[src/rtl/hostcmd_pkg.sv]
package hostcmd_pkg;

    localparam int BYTE_W       = 8;
    localparam int WORD_W       = 16;
    localparam int PAYLOAD_W    = 32;
    localparam int STATUS_BYTES = 12;

    typedef enum logic [7:0] {
        OP_LOAD     = 8'd1,
        OP_STATUS   = 8'd2,
        OP_CORR     = 8'd3,
        OP_SET_IOFS = 8'd4,
        OP_SET_IGN  = 8'd5,
        OP_SET_QOFS = 8'd6,
        OP_SET_QGN  = 8'd7,
        OP_TEST     = 8'd8,
        OP_OPERATE  = 8'd9,
        OP_READBACK = 8'd10
    } opcode_e;

    typedef enum logic [1:0] {
        P_IDLE    = 2'd0,
        P_PAYLOAD = 2'd1,
        P_COMMIT  = 2'd2
    } pstate_e;

    typedef enum logic {
        T_IDLE = 1'b0,
        T_SEND = 1'b1
    } tstate_e;

    function automatic logic is_known(input logic [7:0] c);
        return (c >= 8'd1) && (c <= 8'd10);
    endfunction

endpackage

[src/rtl/hostcmd_parser.sv]
module hostcmd_parser
    import hostcmd_pkg::*;
#(
    parameter int TABLE_BYTES = 2048,
    localparam int CNT_W  = $clog2(TABLE_BYTES + 1),
    localparam int ADDR_W = $clog2(TABLE_BYTES)
) (
    input  logic                 clk,
    input  logic                 rst_n,
    input  logic [BYTE_W-1:0]    rx_data,
    input  logic                 rx_valid,
    output logic                 rx_ready,
    input  logic                 tx_busy,
    output logic                 tbl_wr_en,
    output logic [ADDR_W-1:0]    tbl_wr_addr,
    output logic [BYTE_W-1:0]    tbl_wr_data,
    output logic                 commit,
    output logic [7:0]           commit_code,
    output logic [PAYLOAD_W-1:0] payload,
    output logic                 bad_code,
    output logic                 status_go
);

    pstate_e              state_q, state_d;
    logic [7:0]           code_q;
    logic [CNT_W-1:0]     cnt_q;
    logic [PAYLOAD_W-1:0] sh_q;
    logic                 accept;
    logic [CNT_W-1:0]     plen_in;
    logic [CNT_W-1:0]     plen_cur;

    function automatic logic [CNT_W-1:0] payload_len(input logic [7:0] c);
        logic [CNT_W-1:0] n;
        unique case (c)
            OP_LOAD:     n = CNT_W'(TABLE_BYTES);
            OP_CORR:     n = CNT_W'(4);
            OP_SET_IOFS,
            OP_SET_IGN,
            OP_SET_QOFS,
            OP_SET_QGN:  n = CNT_W'(2);
            default:     n = '0;
        endcase
        return n;
    endfunction

    assign accept   = rx_valid && rx_ready;
    assign plen_in  = payload_len(rx_data);
    assign plen_cur = payload_len(code_q);

    // state register
    always_ff @(posedge clk or negedge rst_n) begin
        if (!rst_n) state_q <= P_IDLE;
        else        state_q <= state_d;
    end

    // next-state logic
    always_comb begin
        state_d = state_q;
        unique case (state_q)
            P_IDLE: begin
                if (accept && is_known(rx_data)) begin
                    if (plen_in == '0) state_d = P_COMMIT;
                    else               state_d = P_PAYLOAD;
                end
            end
            P_PAYLOAD: begin
                if (accept && (cnt_q == plen_cur - CNT_W'(1)))
                    state_d = P_COMMIT;
            end
            P_COMMIT: state_d = P_IDLE;
            default:  state_d = P_IDLE;
        endcase
    end

    // code, byte counter and payload shifter
    always_ff @(posedge clk or negedge rst_n) begin
        if (!rst_n) begin
            code_q <= '0;
            cnt_q  <= '0;
            sh_q   <= '0;
        end else if (accept) begin
            if (state_q == P_IDLE) begin
                code_q <= rx_data;
                cnt_q  <= '0;
            end else if (state_q == P_PAYLOAD) begin
                cnt_q <= cnt_q + CNT_W'(1);
                if (code_q != OP_LOAD)
                    sh_q <= {sh_q[PAYLOAD_W-BYTE_W-1:0], rx_data};
            end
        end
    end

    // outputs
    always_comb begin
        rx_ready    = ((state_q == P_IDLE) && !tx_busy) || (state_q == P_PAYLOAD);
        tbl_wr_en   = (state_q == P_PAYLOAD) && (code_q == OP_LOAD) && accept;
        tbl_wr_addr = cnt_q[ADDR_W-1:0];
        tbl_wr_data = rx_data;
        commit      = (state_q == P_COMMIT);
        commit_code = code_q;
        payload     = sh_q;
        bad_code    = (state_q == P_IDLE) && accept && !is_known(rx_data);
        status_go   = (state_q == P_COMMIT) && (code_q == OP_STATUS);
    end

endmodule

[src/rtl/hostcmd_regs.sv]
module hostcmd_regs
    import hostcmd_pkg::*;
(
    input  logic                 clk,
    input  logic                 rst_n,
    input  logic                 commit,
    input  logic [7:0]           commit_code,
    input  logic [PAYLOAD_W-1:0] payload,
    input  logic                 bad_code,
    output logic [WORD_W-1:0]    i_offset,
    output logic [WORD_W-1:0]    i_gain,
    output logic [WORD_W-1:0]    q_offset,
    output logic [WORD_W-1:0]    q_gain,
    output logic                 test_mode,
    output logic                 err_flag,
    output logic                 corr_valid,
    output logic [WORD_W-1:0]    corr_amp,
    output logic [WORD_W-1:0]    corr_phase,
    output logic                 rdbk_req,
    output logic                 load_done
);

    logic [WORD_W-1:0] low_word;
    assign low_word = payload[WORD_W-1:0];

    always_ff @(posedge clk or negedge rst_n) begin
        if (!rst_n) begin
            i_offset   <= '0;
            i_gain     <= '0;
            q_offset   <= '0;
            q_gain     <= '0;
            test_mode  <= 1'b0;
            err_flag   <= 1'b0;
            corr_valid <= 1'b0;
            corr_amp   <= '0;
            corr_phase <= '0;
            rdbk_req   <= 1'b0;
            load_done  <= 1'b0;
        end else begin
            corr_valid <= 1'b0;
            rdbk_req   <= 1'b0;
            load_done  <= 1'b0;
            if (bad_code) err_flag <= 1'b1;
            if (commit) begin
                unique case (commit_code)
                    OP_LOAD:     load_done <= 1'b1;
                    OP_CORR: begin
                        corr_valid <= 1'b1;
                        corr_amp   <= payload[PAYLOAD_W-1:WORD_W];
                        corr_phase <= low_word;
                    end
                    OP_SET_IOFS: i_offset  <= low_word;
                    OP_SET_IGN:  i_gain    <= low_word;
                    OP_SET_QOFS: q_offset  <= low_word;
                    OP_SET_QGN:  q_gain    <= low_word;
                    OP_TEST:     test_mode <= 1'b1;
                    OP_OPERATE:  test_mode <= 1'b0;
                    OP_READBACK: rdbk_req  <= 1'b1;
                    default: ;
                endcase
            end
        end
    end

endmodule

[src/rtl/hostcmd_status_tx.sv]
module hostcmd_status_tx
    import hostcmd_pkg::*;
#(
    parameter int NBYTES = STATUS_BYTES,
    localparam int IDX_W = $clog2(NBYTES),
    localparam int BUF_W = NBYTES * BYTE_W
) (
    input  logic              clk,
    input  logic              rst_n,
    input  logic              go,
    input  logic [BUF_W-1:0]  snapshot,
    input  logic              tx_ready,
    output logic              tx_valid,
    output logic [BYTE_W-1:0] tx_data,
    output logic              busy
);

    tstate_e          state_q, state_d;
    logic [BUF_W-1:0] buf_q;
    logic [IDX_W-1:0] idx_q;
    logic             last;

    assign last = (idx_q == IDX_W'(NBYTES - 1));

    // state register
    always_ff @(posedge clk or negedge rst_n) begin
        if (!rst_n) state_q <= T_IDLE;
        else        state_q <= state_d;
    end

    // next-state logic
    always_comb begin
        state_d = state_q;
        unique case (state_q)
            T_IDLE: if (go) state_d = T_SEND;
            T_SEND: if (tx_ready && last) state_d = T_IDLE;
            default: state_d = T_IDLE;
        endcase
    end

    // snapshot shifter
    always_ff @(posedge clk or negedge rst_n) begin
        if (!rst_n) begin
            buf_q <= '0;
            idx_q <= '0;
        end else if (state_q == T_IDLE) begin
            if (go) begin
                buf_q <= snapshot;
                idx_q <= '0;
            end
        end else if (tx_ready) begin
            buf_q <= {buf_q[BUF_W-BYTE_W-1:0], {BYTE_W{1'b0}}};
            idx_q <= idx_q + IDX_W'(1);
        end
    end

    // outputs
    always_comb begin
        tx_valid = (state_q == T_SEND);
        busy     = (state_q == T_SEND);
        tx_data  = buf_q[BUF_W-1 -: BYTE_W];
    end

endmodule

[src/rtl/hostcmd_decoder.sv]
module hostcmd_decoder
    import hostcmd_pkg::*;
#(
    parameter int TABLE_BYTES = 2048,
    localparam int ADDR_W = $clog2(TABLE_BYTES)
) (
    input  logic              clk,
    input  logic              rst_n,
    input  logic [7:0]        rx_data,
    input  logic              rx_valid,
    output logic              rx_ready,
    output logic [7:0]        tx_data,
    output logic              tx_valid,
    input  logic              tx_ready,
    input  logic [7:0]        trig_status,
    input  logic [15:0]       psu_level,
    output logic [15:0]       i_offset,
    output logic [15:0]       i_gain,
    output logic [15:0]       q_offset,
    output logic [15:0]       q_gain,
    output logic              test_mode,
    output logic              cmd_err,
    output logic              corr_valid,
    output logic [15:0]       corr_amp,
    output logic [15:0]       corr_phase,
    output logic              rdbk_req,
    output logic              tbl_wr_en,
    output logic [ADDR_W-1:0] tbl_wr_addr,
    output logic [7:0]        tbl_wr_data,
    output logic              tbl_load_done
);

    localparam int FLAG_PAD = BYTE_W - 2;

    logic                         tx_busy;
    logic                         commit;
    logic [7:0]                   commit_code;
    logic [PAYLOAD_W-1:0]         payload;
    logic                         bad_code;
    logic                         status_go;
    logic [STATUS_BYTES*BYTE_W-1:0] snapshot;

    hostcmd_parser #(.TABLE_BYTES(TABLE_BYTES)) u_parser (
        .clk        (clk),
        .rst_n      (rst_n),
        .rx_data    (rx_data),
        .rx_valid   (rx_valid),
        .rx_ready   (rx_ready),
        .tx_busy    (tx_busy),
        .tbl_wr_en  (tbl_wr_en),
        .tbl_wr_addr(tbl_wr_addr),
        .tbl_wr_data(tbl_wr_data),
        .commit     (commit),
        .commit_code(commit_code),
        .payload    (payload),
        .bad_code   (bad_code),
        .status_go  (status_go)
    );

    hostcmd_regs u_regs (
        .clk        (clk),
        .rst_n      (rst_n),
        .commit     (commit),
        .commit_code(commit_code),
        .payload    (payload),
        .bad_code   (bad_code),
        .i_offset   (i_offset),
        .i_gain     (i_gain),
        .q_offset   (q_offset),
        .q_gain     (q_gain),
        .test_mode  (test_mode),
        .err_flag   (cmd_err),
        .corr_valid (corr_valid),
        .corr_amp   (corr_amp),
        .corr_phase (corr_phase),
        .rdbk_req   (rdbk_req),
        .load_done  (tbl_load_done)
    );

    assign snapshot = {{FLAG_PAD{1'b0}}, cmd_err, test_mode, trig_status,
                       i_offset, i_gain, q_offset, q_gain, psu_level};

    hostcmd_status_tx #(.NBYTES(STATUS_BYTES)) u_status (
        .clk     (clk),
        .rst_n   (rst_n),
        .go      (status_go),
        .snapshot(snapshot),
        .tx_ready(tx_ready),
        .tx_valid(tx_valid),
        .tx_data (tx_data),
        .busy    (tx_busy)
    );

endmodule

[config.mk]
export PLATFORM = sky130hd
export DESIGN_NAME = hostcmd_decoder
export DESIGN_NICKNAME = d
export VERILOG_FILES = /design/src/rtl/hostcmd_pkg.sv /design/src/rtl/hostcmd_parser.sv /design/src/rtl/hostcmd_regs.sv /design/src/rtl/hostcmd_status_tx.sv /design/src/rtl/hostcmd_decoder.sv
export SDC_FILE = /design/constraint.sdc
export NUM_CORES = 1
export LEC_CHECK = 0
export BUFFER_PORTS_ARGS = -buffer_cell sky130_fd_sc_hd__buf_2
export CORE_MARGIN = 2
export CORE_UTILIZATION = 30
export DETAILED_ROUTE_END_ITERATION = 10
export PLACE_DENSITY = 0.59
export SYNTH_ARGS = -nofsm -noshare
export SYNTH_HDL_FRONTEND = slang
export SYNTH_HIERARCHICAL = 1
export SYNTH_SLANG_ARGS = --single-unit
export TNS_END_PERCENT = 1
[constraint.sdc]
create_clock -name clk -period 2.9 [get_ports clk]
set_clock_uncertainty 0.05 [all_clocks]
set_input_delay 0.29 -clock clk [delete_from_list [all_inputs] [get_ports clk]]
set_output_delay 0.29 -clock clk [all_outputs]
set_load 0.01 [all_outputs]
=== Yosys cells after proc, flatten, opt, wreduce, memory -nomap -nowiden ===
Cells that the tools add are included.

* Bits in registers: 256
* Input port bits: 36
* Output and inout port bits: 131
* Word-level logic and storage cells: 105

* $add $sub $neg: 3
* Order comparisons: 2
* Equal/unequal tests: 24
* Mux-type cells: 24
* Bitwise gates (word level): 2
* Reductions and logical operators: 32

{| class="wikitable"
|+ Operators with widths
! cell !! count
|-
| $mux W96 || 3
|-
| $pmux W12 S3 || 2
|-
| $eq A8 B3 Y1 const B || 8
|-
| $eq A8 B2 Y1 const B || 3
|-
| $eq A8 B4 Y1 const B || 3
|-
| $mux W12 || 2
|-
| $reduce_and A2 Y1 || 10
|-
| $eq A8 B1 Y1 const B || 2
|-
| $add A12 B1 Y12 const B || 1
|-
| $eq A12 B12 Y1 || 1
|-
| $logic_not A12 Y1 || 1
|-
| $mux W4 || 3
|-
| $sub A12 B1 Y12 const B || 1
|-
| $logic_and A1 B1 Y1 || 11
|-
| $ge A8 B1 Y1 const B || 1
|-
| $le A8 B4 Y1 const B || 1
|-
| $mux W1 || 8
|-
| $ne A8 B1 Y1 const B || 1
|-
| $reduce_or A4 Y1 || 2
|-
| $mux W2 || 3
|-
| $reduce_bool A2 Y1 || 3
|-
| $add A4 B1 Y4 const B || 1
|-
| $eq A4 B4 Y1 const B || 1
|-
| $ne A2 B1 Y1 const B || 2
|-
| 10 further kinds || 13
|}

=== Logic depth before layout (Yosys ltp) ===
* Depth in word-level cells: 8
* Depth in mapped cells: 10
* Mapped depth without buffers: 8

=== Cells and area by module ===
The synthesis kept the hierarchy.

{| class="wikitable"
|+ Modules (own cells, without submodules)
! module !! instances !! cells an instance !! area each (µm²) !! sequential area each (µm²)
|-
| hostcmd_status_tx || 1 || 433 || 4678.2 || 2527.4
|-
| hostcmd_regs || 1 || 228 || 3893.7 || 2527.4
|-
| hostcmd_parser || 1 || 220 || 2617.5 || 1351.3
|-
| hostcmd_decoder || 1 || 1 || 3.8 || 0.0
|}

=== Least setup slack after synthesis ===
Ideal clock, no wire load.

* Path type: register -> register
* From: register u_parser.code_q[3] (netlist: u_parser/commit_code[3])
* To: register u_parser.state_q[0]
* Setup time: 126 ps
* Arrival: 2517 ps
* Data required time: 2724 ps
* Setup slack: 207 ps
* Cell stages (with the launch flop): 10
* Buffers on the path: 1
* Period minus slack after synthesis: 2693 ps
* Path through: dfrtp_1 or4_1 buf_2 nor4b_1 nand2_1 ha_1 nor3_1 o2111ai_1 a2111o_1 o311a_1

* Cells in the longest elaborated chain, start to end: 8
* Elaborated cells between the ends (all ways): 13
* Classes of those cells: 1 x add/sub; 8 x eq/ne; 1 x mux; 3 x reduce/logical

{| class="wikitable"
|+ RTL lines
! item !! line !! text
|-
| start, declared || hostcmd_parser.sv:25 || <nowiki>logic [7:0] code_q;</nowiki>
|-
| start signal, assigned || hostcmd_parser.sv:83 || <nowiki>code_q <= rx_data;</nowiki>
|-
| $eq A8 B3 Y1 || hostcmd_parser.sv:34 || <nowiki>unique case (c)</nowiki>
|-
| $reduce_or A4 Y1 || hostcmd_parser.sv:34 ||
|-
| $pmux W12 S3 * || hostcmd_parser.sv:34 ||
|-
| $sub A12 B1 Y12 * || hostcmd_parser.sv:67 || <nowiki>if (accept && (cnt_q == plen_cur - CNT_W'(1)))</nowiki>
|-
| $eq A12 B12 Y1 * || hostcmd_parser.sv:67 ||
|-
| $logic_and A1 B1 Y1 * || hostcmd_parser.sv:67 ||
|-
| $ne A2 B1 Y1 (no line) * || - ||
|-
| $reduce_and A2 Y1 (no line) * || - ||
|-
| end signal, assigned || hostcmd_parser.sv:53 || <nowiki>else state_q <= state_d;</nowiki>
|-
| end, declared || hostcmd_parser.sv:24 || <nowiki>pstate_e state_q, state_d;</nowiki>
|}

Mark *: on every way between the ends. The rest lies on a longest branch, timed or not.
A chain may end at the register's enable or synchronous reset.

=== Final worst setup path ===
* From: register u_parser.code_q[5] (netlist: u_parser/commit_code[5])
* To: register u_parser.state_q[0]

The elaborated chain is that of the path after synthesis.

==> qor.yml <==
worstPathRequired_ns: 3.29
grt_setup_unrepaired: "false"
rows: 70
period_share: 0.958
numCtsBuffers: 30
synth_edf_count: 0
wire_per_inst_um: 19.0
finalSetupViolCount: 0
antenna_found_initial: 0
critical-path-top-delay-family: "simple AND/OR/NAND/NOR gates"
cts_root_buffer: "clkbuf_16"
nFillCells: 3583
wl_um: 29400
first_iter_violations: 409
vias: 7216
gr-usage-all-layers: 0.152
via_per_inst: 4.66
ys_types: 63
cp-end-kind: "register"
clk_pin_slew_worst_paths_ns: 0.06
crit_path_top_delay_cell: "or4_1"
crit_buf_inv: 1
gp_congestion: 0.822
ff2ff_path_depth: 8
holdPathStages: 3
finalCriticalPeriod_ns: 2.78
ys_async_sr_fraction: 1.00
die_area_um2: 38900
tns_ns: 0
grt_pass1_vias: 7287
p_leak_nw: 6.86
drv_slew: 0
crit_type: "reg2reg"
yosys_warnings: 6
slew_headroom: 0.506
grt_max_degree: 129
place_hpwl_um: 19600
power.density_nw_per_um2: 806
cpPeakStageDelay_ns: 0.56
initial_core_util: 0.305
grt_pass1_wl_um: 45300
maxCapViolCount: 0
avgSynthCellArea_um2: 12.7
hp-class: "in2reg"
ctsLongestPathBuffers: 3
hold_violations: 0
cts_tree: "built"
cts.sinks: 256
fin_util: 0.373
ys_seq_area_frac: 0.572
syn2layout_area_growth_pct: 22.3
detail-route-antenna-nets: 0
synth_area_um2: 11200
cp.arrival_ns: 3.17
holdWs_ns: 0.0114
overflow: 0
path_cells: "or4_1, buf_4, or2_1, ha_1, nor3_1, o2111ai_1, a2111o_1, o311a_1"
finalPower_w: 0.0110
fin_cells: 1547
synth_cells: 882
layout-drive-gt1-share: 0.348
critical_path_depth: 8
io_pins: 167
status: "complete, no violations"
portBuffers: 166
fp.dieW_um: 197
dp.cells: 1462
fp.dieH_um: 197
num_antenna_cells: 0
vdd_drop_max_mv: 0.478
nNetsFinal: 1095
design.core.area_um2: 36700
drt_pre_antenna_iters: 5
clk_latency_ns: 0.56
cp_max_fo: 6
ys_seq_elements: 256
drcViolationCount: 0
htreeDepth: 1
ys.flop_type: "dfrtp_1"
startpoint_type: "register"
tightest_slew_ns: 0.735
clock.fmax_mhz: 360
==> metal layers <==
metal	vias to the layer above	GRT usage	routed length (µm)
met5	-	0	0
met2	165	0.231	13100
met4	0	0.0415	695
li1	3445	-	-
met1	3567	0.213	13900
met3	39	0.0400	1740
==> per-stage QoR <==
| stage | setup slack, ns | area [µm²] |
|---|---|---|
| after CTS | 0.126 | 13700 |
| after global routing | 0.0180 | 13700 |
| final | 0.121 | 13700 |
| after global placement | 0.212 | 12300 |
| after floorplan | 0.207 | 11200 |
| after detailed placement | 0.161 | 12300 |
==> placed cells by master (no fill, tap or decap), types with 4 or more instances in the layout <==
cell and n:
a21oi_1 10, a22o_1 10, buf_12 7, buf_2 165, buf_4 11, bufinv_16 4, clkbuf_1 9, clkbuf_16 31
clkbuf_8 7, conb_1 6, dfrtp_1 255, dlygate4sd3_1 30, mux2_1 11, mux2_2 116, mux2_4 10, mux2i_1 88
nand2_1 102, nand2b_1 4, nand3_1 5, nand4_1 4, nor2_1 8, nor2b_1 5, nor3_1 4, nor4_1 5
o21ai_0 10, o21ai_1 89, o31ai_1 4, or3_1 6, or4_1 4
==> layout make-up <==
class,instances,area (µm²),share of cell area
multi-input combinational,551,4270,0.312
sequential,256,6410,0.468
inverter,3,11.3,0.000822
tap,468,586,0.0428
clock buffer,47,906,0.0662
timing repair buffer,214,1360,0.0996
clock inverter,8,144,0.0105
==> registers in the layout, summed over array words and instances (netlist names), 2 cells and up <==
name,count
u_regs/i_gain,16
u_regs/corr_amp,16
u_regs/i_offset,16
u_regs/corr_phase,16
u_status/idx_q,4
u_parser/state_q,2
u_regs/q_offset,16
u_parser/commit_code,8
u_regs/q_gain,16
u_status/buf_q,96
u_parser/payload,32
u_parser/cnt_q,12
==> logic make-up (layout without fill, tap and decap cells) <==
group / Yosys count / count (layout) / share of synthesized area
DFF: 256 / 256 / 0.572
muxes: 226 / 226 / 0.222
and+or+nand+nor: 176 / 176 / 0.0808
AOI/OAI and AO/OA: 134 / 134 / 0.0673
buffers and inverters: 80 / 272 / 0.0493
xor gates and xnor gates: 6 / 6 / 0.00470
adders and majority gates: 3 / 3 / 0.00335
other: 1 / 6 / 0.000335
==> report_power, final <==
part / leakage [nW] / internal [W] / total [W] / switching (W)
registers: 3.50 / 0.00413 / 0.00486 / 0.000727
clock network: 0.516 / 0.00248 / 0.00398 / 0.00150
logic: 2.84 / 0.00101 / 0.00220 / 0.00119
total: 6.86 / 0.00763 / 0.0110 / 0.00342
==> cells in the mapped netlist (3+ instances only) <==
master	instances	area, µm²
nand2_1	102	383
nand3_1	5	25.0
nor2_1	8	30.0
dfrtp_1	256	6410
o21ai_1	89	445
a22o_1	10	87.6
clkbuf_1	9	33.8
a21oi_1	11	55.1
inv_1	3	11.3
or3_1	6	37.5
or3b_2	3	26.3
buf_4	30	225
mux2i_1	88	881
nor3b_1	3	22.5
o31ai_1	4	30.0
mux2_1	11	124
nand2b_1	4	25.0
mux2_2	116	1310
xor2_1	3	26.3
mux2_4	10	150
nor2b_1	5	31.3
nor4_1	5	31.3
buf_2	23	115
o21ai_0	10	50.1
xnor2_1	3	26.3
nand4_1	4	25.0
buf_6	12	135
nor3_1	4	20.0
ha_1	3	37.5
or4_1	4	30.0
==> repair_timing <==
item,in CTS,in global routing
resized for setup,0,1
endpoints found under the hold margin,119,0
buffers inserted,0,0
endpoints found under the setup margin,0,2
hold buffers,30,0
==> worst paths after layout <==
path	startpoint	to	slack, ns
hold reg to reg	u_status/buf_q[91]$_DFFE_PN0P_	u_status/buf_q[91]$_DFFE_PN0P_	0.43
setup reg to reg	u_parser/commit_code[5]$_DFFE_PN0P_	u_parser/state_q[0]$_DFFE_PN0P_	0.12
max in group asynchronous	rst_n	u_regs/corr_phase[0]$_DFFE_PN0P_	1.65
hold / removal	psu_level[8]	u_status/buf_q[8]$_DFFE_PN0P_	0.01
setup / recovery	u_parser/commit_code[5]$_DFFE_PN0P_	u_parser/state_q[0]$_DFFE_PN0P_	0.12
min in group asynchronous	rst_n	u_parser/payload[31]$_DFFE_PN0P_	0.30
==> worst reg2reg max path, delay by kind of cell, from the launching register on <==
kind	cells	cell delay, ns
AO/OA/AOI/OAI	3	0.81
adder cells (fa/ha/maj)	1	0.26
AND/OR/NAND/NOR	3	0.96
buffers and inverters	1	0.18
flip-flops	1	0.41
Note: power is estimated with default switching activity, not from simulation.
